===== src/rtl/seq_pkg.sv =====
package seq_pkg;

    localparam int WORD_B     = 4;
    localparam int DWORD_B    = 8;
    localparam int LINE_B     = 32;
    localparam int LINE_WORDS = LINE_B / WORD_B;
    localparam int WIX_W      = $clog2(LINE_WORDS);
    localparam int LINE_SH    = $clog2(LINE_B);
    localparam int SIZE_W     = 4;
    localparam int LINE_BITS  = LINE_B * 8;

    typedef enum logic [1:0] {
        ST_IDLE   = 2'd0,
        ST_SINGLE = 2'd1,
        ST_WIDE   = 2'd2,
        ST_NARROW = 2'd3
    } seq_st_e;

    typedef struct packed {
        logic [SIZE_W-1:0] size;
        logic [1:0]        lo;
    } single_meta_t;

    typedef struct packed {
        logic [63:0] data;
        logic [7:0]  be;
    } lanes_t;

    // True when a single beat spills into the next 32-bit word
    function automatic logic single_spans_two(logic [1:0] lo, logic [SIZE_W-1:0] size);
        return (5'(lo) + 5'(size)) > 5'(WORD_B);
    endfunction

    // Byte enables for word w (0 or 1) of a single beat
    function automatic logic [3:0] single_be(logic [1:0] lo, logic [SIZE_W-1:0] size, logic w);
        logic [3:0] be;
        int k;
        for (int j = 0; j < WORD_B; j++) begin
            k = WORD_B * int'(w) + j - int'(lo);
            be[j] = (k >= 0) && (k < int'(size));
        end
        return be;
    endfunction

    // Lane data for word w of a single beat; unrequested lanes are zero
    function automatic logic [31:0] single_lanes(logic [63:0] bytes, logic [1:0] lo,
                                                 logic [SIZE_W-1:0] size, logic w);
        logic [31:0] d;
        int k;
        d = '0;
        for (int j = 0; j < WORD_B; j++) begin
            k = WORD_B * int'(w) + j - int'(lo);
            if (k >= 0 && k < int'(size) && k < DWORD_B)
                d[8*j +: 8] = bytes[8*k +: 8];
        end
        return d;
    endfunction

endpackage


===== src/rtl/seq_ctrl.sv =====
module seq_ctrl
    import seq_pkg::*;
(
    input  logic                 clk,
    input  logic                 rst,
    input  logic                 req_valid,
    input  logic                 req_burst,
    input  single_meta_t         req_meta,
    input  logic                 en64,
    input  logic                 ph_ready,
    input  logic                 ph_ack64,
    output logic                 req_ready,
    output logic                 accept,
    output seq_st_e              st,
    output logic [WIX_W-1:0]     widx,
    output logic                 first,
    output logic                 done
);

    logic two_words;
    logic xfer;
    logic last;

    assign req_ready = (st == ST_IDLE);
    assign accept    = req_valid && req_ready;
    assign xfer      = (st != ST_IDLE) && ph_ready;

    always_comb begin
        unique case (st)
            ST_SINGLE: last = (widx == WIX_W'(two_words));
            ST_WIDE:   last = (widx == WIX_W'(LINE_WORDS - 2));
            ST_NARROW: last = (widx == WIX_W'(LINE_WORDS - 1));
            default:   last = 1'b0;
        endcase
    end

    always_ff @(posedge clk) begin
        if (rst) begin
            st        <= ST_IDLE;
            widx      <= '0;
            first     <= 1'b0;
            two_words <= 1'b0;
            done      <= 1'b0;
        end else begin
            done <= xfer && last;
            if (accept) begin
                widx      <= '0;
                first     <= 1'b1;
                two_words <= single_spans_two(req_meta.lo, req_meta.size);
                if (!req_burst)
                    st <= ST_SINGLE;
                else if (en64)
                    st <= ST_WIDE;
                else
                    st <= ST_NARROW;
            end else if (xfer) begin
                first <= 1'b0;
                if (last) begin
                    st <= ST_IDLE;
                end else if (st == ST_WIDE) begin
                    if (first && !ph_ack64) begin
                        st   <= ST_NARROW;
                        widx <= widx + WIX_W'(1);
                    end else begin
                        widx <= widx + WIX_W'(2);
                    end
                end else begin
                    widx <= widx + WIX_W'(1);
                end
            end
        end
    end

    AST_STALL_HOLD: assert property (@(posedge clk) disable iff (rst)
        (st != ST_IDLE && !ph_ready) |=> ($stable(widx) && $stable(st)));

    AST_NO_REWIDEN: assert property (@(posedge clk) disable iff (rst)
        (st == ST_NARROW) |=> (st != ST_WIDE));

    AST_WIDE_STAYS_WIDE: assert property (@(posedge clk) disable iff (rst)
        (st == ST_WIDE && !first) |=> (st == ST_WIDE || st == ST_IDLE));

    AST_DONE_ONE_CYCLE: assert property (@(posedge clk) disable iff (rst)
        done |=> !done);

    AST_DONE_WHEN_IDLE: assert property (@(posedge clk) disable iff (rst)
        done |-> req_ready);

endmodule


===== src/rtl/seq_format.sv =====
module seq_format
    import seq_pkg::*;
#(
    parameter int ADDR_W = 32
) (
    input  seq_st_e                st,
    input  logic [WIX_W-1:0]       widx,
    input  logic [ADDR_W-1:0]      base,
    input  single_meta_t           meta,
    input  logic [LINE_BITS-1:0]   line,
    output logic [ADDR_W-1:0]      ph_addr,
    output lanes_t                 lanes
);

    localparam int WA_W = ADDR_W - 2;

    logic [WA_W-1:0]   single_word;
    logic [ADDR_W-1:0] line_addr;
    logic [1:0]        dw_idx;

    assign single_word = base[ADDR_W-1:2] + WA_W'(widx[0]);
    assign line_addr   = {base[ADDR_W-1:LINE_SH], widx, 2'b00};
    assign dw_idx      = widx[WIX_W-1:1];

    always_comb begin
        ph_addr = '0;
        lanes   = '0;
        unique case (st)
            ST_SINGLE: begin
                ph_addr       = {single_word, 2'b00};
                lanes.data    = {32'b0, single_lanes(line[63:0], meta.lo, meta.size, widx[0])};
                lanes.be      = {4'b0, single_be(meta.lo, meta.size, widx[0])};
            end
            ST_WIDE: begin
                ph_addr       = line_addr;
                lanes.data    = line[64*dw_idx +: 64];
                lanes.be      = 8'hFF;
            end
            ST_NARROW: begin
                ph_addr       = line_addr;
                lanes.data    = {32'b0, line[32*widx +: 32]};
                lanes.be      = 8'h0F;
            end
            default: begin
                ph_addr = '0;
                lanes   = '0;
            end
        endcase
    end

endmodule


===== src/rtl/xfer_width_seq.sv =====
module xfer_width_seq
    import seq_pkg::*;
#(
    parameter int ADDR_W = 32
) (
    input  logic                   clk,
    input  logic                   rst,
    input  logic                   req_valid,
    output logic                   req_ready,
    input  logic                   req_burst,
    input  logic [ADDR_W-1:0]      req_addr,
    input  logic [SIZE_W-1:0]      req_size,
    input  logic [LINE_BITS-1:0]   req_data,
    input  logic                   en64,
    output logic                   ph_valid,
    input  logic                   ph_ready,
    input  logic                   ph_ack64,
    output logic [ADDR_W-1:0]      ph_addr,
    output logic [63:0]            ph_data,
    output logic [7:0]             ph_be,
    output logic                   ph_req64,
    output logic                   done
);

    seq_st_e              st;
    logic [WIX_W-1:0]     widx;
    logic                 first;
    logic                 accept;
    single_meta_t         in_meta;
    single_meta_t         cap_meta;
    logic [ADDR_W-1:0]    cap_addr;
    logic [LINE_BITS-1:0] cap_data;
    lanes_t               lanes;

    assign in_meta = '{size: req_size, lo: req_addr[1:0]};

    seq_ctrl u_ctrl (
        .clk       (clk),
        .rst       (rst),
        .req_valid (req_valid),
        .req_burst (req_burst),
        .req_meta  (in_meta),
        .en64      (en64),
        .ph_ready  (ph_ready),
        .ph_ack64  (ph_ack64),
        .req_ready (req_ready),
        .accept    (accept),
        .st        (st),
        .widx      (widx),
        .first     (first),
        .done      (done)
    );

    always_ff @(posedge clk) begin
        if (rst) begin
            cap_addr <= '0;
            cap_meta <= '0;
            cap_data <= '0;
        end else if (accept) begin
            cap_addr <= req_addr;
            cap_meta <= in_meta;
            cap_data <= req_data;
        end
    end

    seq_format #(.ADDR_W(ADDR_W)) u_fmt (
        .st      (st),
        .widx    (widx),
        .base    (cap_addr),
        .meta    (cap_meta),
        .line    (cap_data),
        .ph_addr (ph_addr),
        .lanes   (lanes)
    );

    assign ph_valid = (st != ST_IDLE);
    assign ph_req64 = (st == ST_WIDE);
    assign ph_data  = lanes.data;
    assign ph_be    = lanes.be;

    AST_SINGLE_LEGAL: assert property (@(posedge clk) disable iff (rst)
        (req_valid && req_ready && !req_burst) |->
        (req_size != '0 && req_size <= SIZE_W'(DWORD_B) &&
         (5'(req_addr[1:0]) + 5'(req_size)) <= 5'(DWORD_B)));

    AST_BE_NONEMPTY: assert property (@(posedge clk) disable iff (rst)
        ph_valid |-> (ph_be != 8'h00));

    AST_NARROW_UPPER_OFF: assert property (@(posedge clk) disable iff (rst)
        (ph_valid && !ph_req64) |-> (ph_be[7:4] == 4'h0));

    AST_WIDE_FULL: assert property (@(posedge clk) disable iff (rst)
        ph_req64 |-> (ph_be == 8'hFF && ph_addr[2:0] == 3'b000));

    AST_CAPTURE_HELD: assert property (@(posedge clk) disable iff (rst)
        !req_ready |=> ($stable(cap_addr) && $stable(cap_data)));

    AST_PHASE_HOLD: assert property (@(posedge clk) disable iff (rst)
        (ph_valid && !ph_ready) |=> ($stable(ph_addr) && $stable(ph_data) &&
                                     $stable(ph_be) && $stable(ph_req64)));

endmodule


===== config.mk =====
export PLATFORM = sky130hd
export DESIGN_NAME = xfer_width_seq
export DESIGN_NICKNAME = d
export VERILOG_FILES = /design/src/rtl/seq_pkg.sv /design/src/rtl/seq_ctrl.sv /design/src/rtl/seq_format.sv /design/src/rtl/xfer_width_seq.sv
export SDC_FILE = /design/constraint.sdc
export NUM_CORES = 1
export LEC_CHECK = 0
export BUFFER_PORTS_ARGS = -buffer_cell sky130_fd_sc_hd__buf_2
export CORE_ASPECT_RATIO = 1.5
export CORE_MARGIN = 1.5
export CORE_UTILIZATION = 50
export CTS_CLUSTER_SIZE = 25
export DETAILED_ROUTE_END_ITERATION = 10
export GPL_TIMING_DRIVEN = 1
export MAX_ROUTING_LAYER = met4
export PLACE_DENSITY = 0.75
export SETUP_SLACK_MARGIN = 0.4
export SLEW_MARGIN = 20
export SYNTH_ARGS = -nofsm -noshare
export SYNTH_HDL_FRONTEND = slang
export SYNTH_SLANG_ARGS = --single-unit

===== constraint.sdc =====
create_clock -name clk -period 6.2 [get_ports clk]
set_input_delay 1.24 -clock clk [delete_from_list [all_inputs] [get_ports clk]]
set_output_delay 1.24 -clock clk [all_outputs]
set_load 0.02 [all_outputs]

==> impl_metrics.csv <==
group,metric,value,unit
setup_path,reg2regPathDepth,5,
sta,setup_tns,0,ps
die,dieArea,34400,um2
route,via_per_inst,6.11,
die,io_pins,407,
layout,areaGrowthSynthToFinish,16.9,%
layout,final_area,19500,um2
clock_tree,htree_levels,1,
grt,antenna_found_initial,6,
pwr,pwr-share-comb,19.9,%
clock_tree,numCtsBuffers,29,
yosys,synth_top_area_share,36.1,%
route,routed_wl,60.5,mm
yosys,yosysUniqueCellTypes,75,
setup_path,cp.arrival,4070,ps
min_path,holdPathEnd,"cap_data[224]",
place,dp_hpwl,43.8,mm
pwr,powerDensity,256,nW/um2
sta,setup_viol,0,
sta,post-route-period-util,85.7,%
yosys,yosys_most_used_dff,"dfxtp_1",
setup_path,worstSetupPathType,"flip-flop to primary output",
clock_tree,ctsHoldBuffers,0,
yosys,yosysWarnings,0,
clock_tree,cts_buffer_depth,3,
grt,grt_util_all_layers,35.3,%
pwr,p_leak,8.14,nW
outcome,outcome,"finished, final reports clean",
setup_path,worstPathMaxFanout,20,
setup_path,worst_ep_required_time,4960,ps
setup_path,ff2ff_setup_slack,3340,ps
yosys,synth_edf_count,0,
route,ant_nets,0,
yosys,synth_area_per_cell,8.47,um2
die,die_w,152,um
sta,rsz0062_at_grt,"false",
clock_tree,root_buffer,"clkbuf_16",
place,place_inst,2630,
clock_tree,cts_tree,"done",
sta,slew_violations,0,
sta,setup_slack,888,ps
grt,grt_max_degree,218,
grt,grt_first_pass_wirelength,90.6,mm
setup_path,worstReg2RegStart,"u_ctrl.st[1]",
layout,layout_commonest_cell,"nand2_1",
min_path,hold_path_depth,2,
clock_tree,cts_resized,0,
pwr,p_int,3.44,mW
route,first_iter_violations,1829,
route,dr.pass1.iters,5,
job,drv_cap,0,
min_path,hold_start,"cap_data[224]",
pwr,vdd.ir_drop.worst,0.274,mV
pwr,p_sw_share,31.1,%
setup_path,rr_endpoint,"cap_data[134]",
sta,finalHoldViolations,0,
yosys,ys_ff_latch,300,
place,gp_congestion,0.995,
route,routedWlPerCell,22.5,um
sta,period_minus_slack,5310,ps
yosys,synthCells,1965,
grt,grt_pass1_vias,15400,
yosys,synth-async-reset-ratio,0,%
sta,final.setup_skew,16.3,ps
layout,nets,2571,
layout,drive_above_1_share,26.4,%
yosys,yosysTopAreaCell,"dfxtp_1",
layout,instances_no_fill,2686,
place,dp_slack,1520,ps
die,initial_core_util,50.8,%
route,drc,0,
yosys,synthTopCellsByArea,"dfxtp_1 (36%), nand2_1 (14%), mux4_2 (14%)",
yosys,seq_area_frac_synth,36.1,%
clock_tree,clock-sinks,300,
sta,worstMarginPinSlew,1160,ps
sta,fmax,0.188,GHz
grt,grt_overflow,0,
place,placed_area,18500,um2
die,coreArea,32700,um2
layout,final_cell_mix,"nand2_1 (615), buf_2 (403), a21oi_1 (322)",
pwr,p_switching,1.55,mW
die,rows,81,
clock_tree,cts_setup_buffers,0,
route,num_vias,16400,
clock_tree,clkTransAtPathRegs,60,ps
setup_path,worstSetupEndpointType,"primary output",
sta,slew_headroom,22.8,%
setup_path,startpoint_type,"flip-flop",
yosys,syn_area,16600,um2
pwr,pwr-share-clk,34.8,%
min_path,hold_path.class,"flip-flop to flip-flop",
pwr,seqPwrFrac,45.3,%
clock_tree,worstSkewPairLatency,580,ps
die,die_height,226,um
place,io_buffer_count,404,
cells by family after synthesis:
logic type / after synthesis / synth area share [%]
AO/OA/AOI/OAI: 460 / 15.7
XOR/XNOR: 9 / 0.586
adder cells (fa/ha/maj): 26 / 2.00
buffers and inverters: 195 / 5.70
flip-flops: 300 / 36.1
multiplexers: 201 / 19.7
other: 1 / 0.0225
AND/OR/NAND/NOR: 773 / 20.2
cell usage after synthesis (all sizes together), types with 17 or more instances:
library cell,n
o21ai,28
o211ai,17
mux2i,98
inv,21
a21oi,322
buf,106
nand2,616
ha,25
and2,42
and3,18
nor2,22
clkbuf,66
o22ai,24
mux4,101
dfxtp,300
through the flow:
| step | total power, mW | utilization, % | hold WS, ps |
|---|---|---|---|
| 2_1_floorplan | 2.89 | - | 433 |
| 3_3_place_gp | 3.24 | 56.6 | 439 |
| 3_5_place_dp | 3.27 | 56.6 | 445 |
| 4_1_cts | 4.97 | 59.4 | 453 |
| 5_1_grt | 5.17 | 59.5 | 468 |
| 6_report | 4.99 | 59.5 | 450 |
metal layers:
layer,vias to the layer above,track usage [%],part of all wire [%]
met4,0,21.6,6.7
met1,7818,42.8,37
met2,940,55.9,47
met3,226,4.80,8.8
li1,7432,-,-
met5,-,-,0
critical path: stages, from the launching register on:
cell and delay [ps]:
dfxtp_1 380, inv_2 470, ha_1 360, xor2_4 340
clkinv_1 160, ha_1 330, a21o_1 190, a31o_1 180
a2111o_1 610, o22ai_1 280, buf_2 200
state kept, by name, summed over array words and instances, names as in the netlist:
| register | count |
|---|---|
| u_ctrl.two_words | 1 |
| cap_data | 256 |
| u_ctrl.first | 1 |
| cap_addr | 31 |
| cap_meta | 5 |
| u_ctrl.st | 2 |
| u_ctrl.widx | 3 |
| u_ctrl.done | 1 |
cell type report:
cell class,count,area [um2]
fill,2989,13300
sequential,300,6020
inverter,23,86.3
antenna,6,15.0
tap,415,519
timing repair buffer,421,2210
multi-input combinational,1471,9710
clock buffer,43,870
clock inverter,7,41.3
power by group through the flow:
stage,Sequential (mW),Clock [mW],Combinational [mW]
3_5_place_dp,2.29,0,0.974
2_1_floorplan,2.20,0,0.694
6_report,2.26,1.74,0.990
4_1_cts,2.25,1.74,0.979
5_1_grt,2.27,1.82,1.08
3_3_place_gp,2.28,0,0.961
how the worst max path moves through the flow:
stage           startpoint         end  slack (ps)  cells past startpoint
2_1_floorplan  cap_addr[1]  ph_data[0]        1640                     10
3_3_place_gp   cap_addr[1]  ph_data[7]        1620                     10
3_5_place_dp   cap_addr[1]  ph_data[0]        1520                     10
4_1_cts        cap_addr[1]  ph_data[0]         910                     10
5_1_grt        cap_addr[1]  ph_data[0]         760                     10
6_report       cap_addr[1]  ph_data[0]         890                     10
(Power assumes the default switching activity.)
